### src/rtl/rxf_pkg.sv
package rxf_pkg;

  // Field order matches the rx_ctl port bit positions (bit 0 in the lsb).
  typedef struct packed {
    logic bcast;
    logic hash_indiv;
    logic st1;
    logic st0;
  } rx_ctl_t;

  localparam int CTL_W = $bits(rx_ctl_t);

endpackage

### src/rtl/rxf_dest_capture.sv
module rxf_dest_capture #(
  parameter int BYTE_W     = 8,
  parameter int ADDR_BYTES = 6,
  parameter int LEN_W      = 16,
  localparam int ADDR_W    = BYTE_W * ADDR_BYTES
) (
  input  logic              clk,
  input  logic              rst_n,
  input  logic              in_valid,
  input  logic              in_sof,
  input  logic              in_eof,
  input  logic [BYTE_W-1:0] in_data,
  output logic              start_o,
  output logic              last_o,
  output logic [LEN_W-1:0]  len_now_o,
  output logic [ADDR_W-1:0] dest_o,
  output logic              dest_done_o
);

  logic             in_frame_q, in_frame_d;
  logic [LEN_W-1:0] cnt_q, cnt_d;
  logic             done_q, done_d;
  logic             take;
  logic [LEN_W-1:0] pos;
  logic [LEN_W-1:0] len_now;

  // byte acceptance and position within the frame
  always_comb begin
    take    = in_valid && (in_sof || in_frame_q);
    pos     = in_sof ? '0 : cnt_q;
    if (in_sof)
      len_now = LEN_W'(1);
    else if (cnt_q == '1)
      len_now = cnt_q;
    else
      len_now = cnt_q + LEN_W'(1);
  end

  // next-state logic
  always_comb begin
    in_frame_d = in_frame_q;
    cnt_d      = cnt_q;
    done_d     = done_q;
    if (take) begin
      cnt_d = len_now;
      if (in_sof) begin
        in_frame_d = !in_eof;
        done_d     = 1'b0;
      end else if (in_eof) begin
        in_frame_d = 1'b0;
      end
      if (pos == LEN_W'(ADDR_BYTES - 1))
        done_d = 1'b1;
    end
  end

  always_ff @(posedge clk or negedge rst_n) begin
    if (!rst_n) begin
      in_frame_q <= 1'b0;
      cnt_q      <= '0;
      done_q     <= 1'b0;
    end else begin
      in_frame_q <= in_frame_d;
      cnt_q      <= cnt_d;
      done_q     <= done_d;
    end
  end

  // one byte lane per destination byte, each with its own write enable
  for (genvar k = 0; k < ADDR_BYTES; k++) begin : g_lane
    logic              lane_we;
    logic [BYTE_W-1:0] lane_q;
    assign lane_we = take && (pos == LEN_W'(k));
    always_ff @(posedge clk or negedge rst_n) begin
      if (!rst_n)
        lane_q <= '0;
      else if (lane_we)
        lane_q <= in_data;
    end
    assign dest_o[k*BYTE_W +: BYTE_W] = lane_q;
  end

  assign start_o     = in_valid && in_sof;
  assign last_o      = take && in_eof;
  assign len_now_o   = len_now;
  assign dest_done_o = done_q;

endmodule

### src/rtl/rxf_cfg_latch.sv
module rxf_cfg_latch #(
  parameter int ADDR_W = 48,
  parameter int TBL_W  = 64
) (
  input  logic                   clk,
  input  logic                   rst_n,
  input  logic                   load_i,
  input  logic [ADDR_W-1:0]      st0_i,
  input  logic [ADDR_W-1:0]      st1_i,
  input  logic [TBL_W-1:0]       tbl_i,
  input  rxf_pkg::rx_ctl_t       ctl_i,
  output logic [ADDR_W-1:0]      st0_o,
  output logic [ADDR_W-1:0]      st1_o,
  output logic [TBL_W-1:0]       tbl_o,
  output rxf_pkg::rx_ctl_t       ctl_o
);

  logic [ADDR_W-1:0] st0_q, st1_q;
  logic [TBL_W-1:0]  tbl_q;
  rxf_pkg::rx_ctl_t  ctl_q;

  always_ff @(posedge clk or negedge rst_n) begin
    if (!rst_n) begin
      st0_q <= '0;
      st1_q <= '0;
      tbl_q <= '0;
      ctl_q <= '0;
    end else if (load_i) begin
      st0_q <= st0_i;
      st1_q <= st1_i;
      tbl_q <= tbl_i;
      ctl_q <= ctl_i;
    end
  end

  assign st0_o = st0_q;
  assign st1_o = st1_q;
  assign tbl_o = tbl_q;
  assign ctl_o = ctl_q;

endmodule

### src/rtl/rxf_match.sv
module rxf_match #(
  parameter int ADDR_W  = 48,
  parameter int HASH_W  = 6,
  localparam int TBL_W  = 1 << HASH_W,
  localparam int FIELDS = ADDR_W / HASH_W
) (
  input  logic [ADDR_W-1:0]  dest_i,
  input  logic [ADDR_W-1:0]  st0_i,
  input  logic [ADDR_W-1:0]  st1_i,
  input  logic [TBL_W-1:0]   tbl_i,
  input  rxf_pkg::rx_ctl_t   ctl_i,
  output logic               hit_o
);

  logic [HASH_W-1:0] idx;
  logic              is_group;
  logic              hash_en;
  logic              hit_st0, hit_st1, hit_bc, hit_hash;

  // fold the destination into one index, field by field
  always_comb begin
    idx = '0;
    for (int f = 0; f < FIELDS; f++)
      idx = idx ^ dest_i[f*HASH_W +: HASH_W];
  end

  always_comb begin
    is_group = dest_i[0];
    hash_en  = is_group || ctl_i.hash_indiv;
    hit_st0  = ctl_i.st0   && (dest_i == st0_i);
    hit_st1  = ctl_i.st1   && (dest_i == st1_i);
    hit_bc   = ctl_i.bcast && (&dest_i);
    hit_hash = hash_en     && tbl_i[idx];
    hit_o    = hit_st0 || hit_st1 || hit_bc || hit_hash;
  end

endmodule

### src/rtl/rxf_verdict.sv
module rxf_verdict #(
  parameter int LEN_W     = 16,
  parameter int MIN_LEN   = 12,
  parameter int CRC_BYTES = 4
) (
  input  logic             clk,
  input  logic             rst_n,
  input  logic             last_i,
  input  logic [LEN_W-1:0] len_i,
  input  logic             hit_i,
  output logic             vld_o,
  output logic             accept_o,
  output logic [LEN_W:0]   pass_len_o
);

  logic           vld_q, vld_d;
  logic           acc_q, acc_d;
  logic [LEN_W:0] plen_q, plen_d;
  logic           long_enough;

  always_comb begin
    long_enough = (len_i >= LEN_W'(MIN_LEN));
    vld_d       = last_i;
    acc_d       = acc_q;
    plen_d      = plen_q;
    if (last_i) begin
      acc_d  = hit_i && long_enough;
      plen_d = acc_d ? ({1'b0, len_i} + (LEN_W+1)'(CRC_BYTES)) : '0;
    end
  end

  always_ff @(posedge clk or negedge rst_n) begin
    if (!rst_n) begin
      vld_q  <= 1'b0;
      acc_q  <= 1'b0;
      plen_q <= '0;
    end else begin
      vld_q  <= vld_d;
      acc_q  <= acc_d;
      plen_q <= plen_d;
    end
  end

  assign vld_o      = vld_q;
  assign accept_o   = acc_q;
  assign pass_len_o = plen_q;

endmodule

### src/rtl/rx_dest_filter.sv
module rx_dest_filter #(
  parameter int BYTE_W     = 8,
  parameter int ADDR_BYTES = 6,
  parameter int HASH_W     = 6,
  parameter int LEN_W      = 16,
  parameter int MIN_LEN    = 12,
  parameter int CRC_BYTES  = 4,
  localparam int ADDR_W    = BYTE_W * ADDR_BYTES,
  localparam int TBL_W     = 1 << HASH_W,
  localparam int HALF_W    = TBL_W / 2
) (
  input  logic                       clk,
  input  logic                       rst_n,
  input  logic                       in_valid,
  input  logic                       in_sof,
  input  logic                       in_eof,
  input  logic [BYTE_W-1:0]          in_data,
  input  logic [ADDR_W-1:0]          station0,
  input  logic [ADDR_W-1:0]          station1,
  input  logic [HALF_W-1:0]          grp_tbl_lo,
  input  logic [HALF_W-1:0]          grp_tbl_hi,
  input  logic [rxf_pkg::CTL_W-1:0]  rx_ctl,
  output logic                       addr_hit,
  output logic                       verdict_vld,
  output logic                       verdict_accept,
  output logic [LEN_W:0]             pass_len
);

  logic              start, last, dest_done, hit;
  logic [LEN_W-1:0]  len_now;
  logic [ADDR_W-1:0] dest, st0_s, st1_s;
  logic [TBL_W-1:0]  tbl_s;
  rxf_pkg::rx_ctl_t  ctl_s;

  rxf_dest_capture #(
    .BYTE_W(BYTE_W), .ADDR_BYTES(ADDR_BYTES), .LEN_W(LEN_W)
  ) u_cap (
    .clk(clk), .rst_n(rst_n),
    .in_valid(in_valid), .in_sof(in_sof), .in_eof(in_eof), .in_data(in_data),
    .start_o(start), .last_o(last), .len_now_o(len_now),
    .dest_o(dest), .dest_done_o(dest_done)
  );

  rxf_cfg_latch #(.ADDR_W(ADDR_W), .TBL_W(TBL_W)) u_cfg (
    .clk(clk), .rst_n(rst_n), .load_i(start),
    .st0_i(station0), .st1_i(station1),
    .tbl_i({grp_tbl_hi, grp_tbl_lo}),
    .ctl_i(rxf_pkg::rx_ctl_t'(rx_ctl)),
    .st0_o(st0_s), .st1_o(st1_s), .tbl_o(tbl_s), .ctl_o(ctl_s)
  );

  rxf_match #(.ADDR_W(ADDR_W), .HASH_W(HASH_W)) u_match (
    .dest_i(dest), .st0_i(st0_s), .st1_i(st1_s), .tbl_i(tbl_s),
    .ctl_i(ctl_s), .hit_o(hit)
  );

  assign addr_hit = dest_done && hit;

  rxf_verdict #(
    .LEN_W(LEN_W), .MIN_LEN(MIN_LEN), .CRC_BYTES(CRC_BYTES)
  ) u_verdict (
    .clk(clk), .rst_n(rst_n), .last_i(last), .len_i(len_now), .hit_i(addr_hit),
    .vld_o(verdict_vld), .accept_o(verdict_accept), .pass_len_o(pass_len)
  );

endmodule

### config.mk
export PLATFORM = sky130hd
export DESIGN_NAME = rx_dest_filter
export DESIGN_NICKNAME = d
export VERILOG_FILES = /design/src/rtl/rxf_pkg.sv /design/src/rtl/rxf_dest_capture.sv /design/src/rtl/rxf_cfg_latch.sv /design/src/rtl/rxf_match.sv /design/src/rtl/rxf_verdict.sv /design/src/rtl/rx_dest_filter.sv
export SDC_FILE = /design/constraint.sdc
export NUM_CORES = 1
export LEC_CHECK = 0
export ABC_AREA = 0
export BUFFER_PORTS_ARGS = -buffer_cell sky130_fd_sc_hd__buf_4
export CAP_MARGIN = 15
export CORE_UTILIZATION = 35
export CTS_CLUSTER_SIZE = 30
export DETAILED_ROUTE_END_ITERATION = 8
export GPL_TIMING_DRIVEN = 0
export SKIP_CTS_REPAIR_TIMING = 1
export SYNTH_ARGS = -nofsm -noshare
export SYNTH_HDL_FRONTEND = slang
export SYNTH_SLANG_ARGS = --single-unit
### constraint.sdc
create_clock -name clk -period 3.2 [get_ports clk]
set_input_delay 0.32 -clock clk [delete_from_list [all_inputs] [get_ports clk]]
set_output_delay 0.32 -clock clk [all_outputs]
set_load 0.03 [all_outputs]
==> flow_summary.ini <==
[run_status]
status = finished with violations
violations = setup timing

[floorplanning]
ios = 197
die_area_sq_um = 35700
die-width_microns = 188.9
rows = 68
start_util_pct = 35.49
core_sq_um = 34460
die_h_microns = 188.9

[logic_synthesis]
synth_nets = 1146
synth_cell_types = 56
seq_area_frac_synth_pct = 50.95
synth_top_family_by_area = multiplexers
synth-compound-area-share_pct = 4.440
synthMuxAreaShare_pct = 23.30
synth_edf_count = 0
yosys.area_share.simple_pct = 8.215
ys_ff_latch = 249
synthCells = 967
synth_xor_area_share_pct = 10.87
yosysWarnings = 0
async_reset_ff_share_pct = 100.0
synth_ff_type = dfrtp_1
yosys.area_share.adder_pct = 0.2046
synth_area_sq_um = 12230
avgSynthCellArea_sq_um = 12.65

[place]
hpwl_mm = 25.94
port_buffers = 195
gp_congestion = 0.8657
pre_cts_slack_ps = -730.1

[critical_path]
crit_required_ps = 2880
crit_arrival_ps = 3600
cp-start-kind = register
crit_path_end_kind = primary output
crit_fanout = 8
crit_type = reg2out

[timing]
maxSlewViolCount = 0
post-route-period-util_pct = 122.4
fin_hold_ws_ps = 1.663
fmax_mhz = 255.4
setup_slack_ps = -716.0
worst_slew_margin_rel_pct = 37.67
setup_violations = 14
rsz0062_at_grt = true
max_slew.worst_pin.slew_ps = 931.5
period_minus_slack_ps = 3916
clock_skew_ps = 11.74
hold_violations = 0

[finish]
syn2layout_area_growth_pct = 30.92
drive_gt1_share_pct = 42.33
nNetsFinal = 1429
final_cell_mix = 239 x dfrtp_1, 224 x buf_4, 210 x mux2_2
final_common_cell = dfrtp_1

[grt]
grtUsageTotal_pct = 19.41
grt_pass1_wl_mm = 52.90
overflow = 0
grt_pass1_vias = 8773
grt_max_degree = 104
grt_antenna_before_repair = 0

[pwr]
p_leak_uw = 0.006862
ir_drop_v = 0.001574
power.density_nw_per_um2 = 1035
p_total_uw = 16570

[routing]
wl_per_cell_microns = 19.95
drtAntennaViolNets = 0
routed_wl_mm = 34.47
drt-initial-drc-count = 605
drt_first_pass_iters = 5
drc = 0
num_vias = 8726
viasPerCell = 5.050

[clock_tree]
numCtsBuffers = 27
cts.path.max_buffers = 3
cts_tree = yes
clk_pin_slew_worst_paths_ps = 60
clk_latency_ps = 550
htreeDepth = 1
clock-sinks = 249
cts_root_buffer = clkbuf_16

[run]
maxCapViolations = 0

[worst_hold_path]
hold_class = in2reg
-- critical path, cell delays in order, from the launching register on --
cell      delay (ps)
dfrtp_2          450
xnor2_2          160
xnor2_2          300
xnor2_4          160
buf_12           150
mux4_2           520
mux2_4           270
or3_4            380
o211ai_2          80
nand3_4          130
buf_6            160
and2_4           140
buf_6            130
-- layer usage --
metal,vias up,share of wire (%),global-route usage [%]
met5,-,0,0
met4,0,1.7,3.970
met3,44,4.5,2.465
met2,239,47,31.59
met1,4372,47,27.68
li1,4071,-,-
-- state kept, by name (all words and copies together) (netlist names) --
| register | cells |
|---|---|
| u_cap.g_lane.lane_q | 48 |
| u_cap.cnt_q | 16 |
| u_verdict.vld_o | 1 |
| u_verdict.pass_len_o | 17 |
| u_cap.dest_done_o | 1 |
| u_cfg.st0_o | 48 |
| u_verdict.accept_o | 1 |
| u_cap.in_frame_q | 1 |
| u_cfg.ctl_o | 4 |
| u_cfg.tbl_o | 64 |
| u_cfg.st1_o | 48 |
-- worst paths after layout --
path / to / slack (ps) / cells past startpoint / from
worst max-delay path: addr_hit / -720 / 12 / u_cap.g_lane[0].lane_q[6]$_DFFE_PN0P_
worst min-delay path: u_cfg.st1_o[12]$_DFFE_PN0P_ / 2 / 2 / station1[12]
worst max register to register: u_verdict.pass_len_o[12]$_DFFE_PN0P_ / -80 / 12 / u_cap.g_lane[0].lane_q[6]$_DFFE_PN0P_
worst min register to register: u_verdict.pass_len_o[9]$_DFFE_PN0P_ / 490 / 1 / u_verdict.pass_len_o[9]$_DFFE_PN0P_
max in group asynchronous: u_cap.cnt_q[9]$_DFFE_PN0P_ / 2020 / 3 / rst_n
min in group asynchronous: u_cfg.st1_o[15]$_DFFE_PN0P_ / 270 / 2 / rst_n
-- stage by stage --
stage          TNS, ps  instances  instance area, sq um  utilization (%)
2_1_floorplan   -24.18        967                 12230                -
3_3_place_gp    -81540       1617                 14260            41.40
3_5_place_dp     -7873       1619                 14330            41.58
4_1_cts          -8681       1669                 15250            44.26
5_1_grt          -3178       1726                 16010            46.45
6_report         -1605       1728                 16010            46.47
-- report_power, final --
part,internal (uW),switching [uW],leakage (uW)
logic,4790,4000,0.00338
registers,3720,821,0.00303
clock network,1960,1290,0.000454
-- final cells by class --
class / count / area, sq um
repair buffers: 260 / 2096
clock inverters: 9 / 126.4
multi-input cells: 659 / 5921
clock buffers: 41 / 798.3
plain buffers: 41 / 207.7
well taps: 455 / 569.3
inverters: 12 / 45.04
flip-flops and latches: 249 / 6243
diodes: 2 / 5.005
fillers: 3176 / 18450
-- cell usage after synthesis (all sizes together), types with 11 or more instances --
| master | number | area (sq um) |
|---|---|---|
| dfrtp | 249 | 6231 |
| clkbuf | 38 | 142.6 |
| mux4 | 11 | 274.0 |
| inv | 12 | 45.04 |
| mux2 | 211 | 2376 |
| mux2i | 20 | 200.2 |
| nand2 | 56 | 210.2 |
| xnor2 | 97 | 857.1 |
| xor2 | 54 | 473.0 |
| nor2 | 22 | 82.58 |
| o21ai | 17 | 85.08 |
| nand3 | 14 | 82.58 |
| nand4 | 33 | 206.5 |
| a32o | 18 | 180.2 |
| nor4 | 22 | 137.6 |
-- cell families (layout without fill, tap and decap cells) --
family,Yosys count,after routing
AND/OR/NAND/NOR,191,191
flip-flops,249,249
other,0,2
buffers and inverters,59,363
multiplexers,242,242
AO/OA/AOI/OAI,73,73
XOR/XNOR,151,151
adder cells (fa/ha/maj),2,2
(Power assumes the default switching activity.)
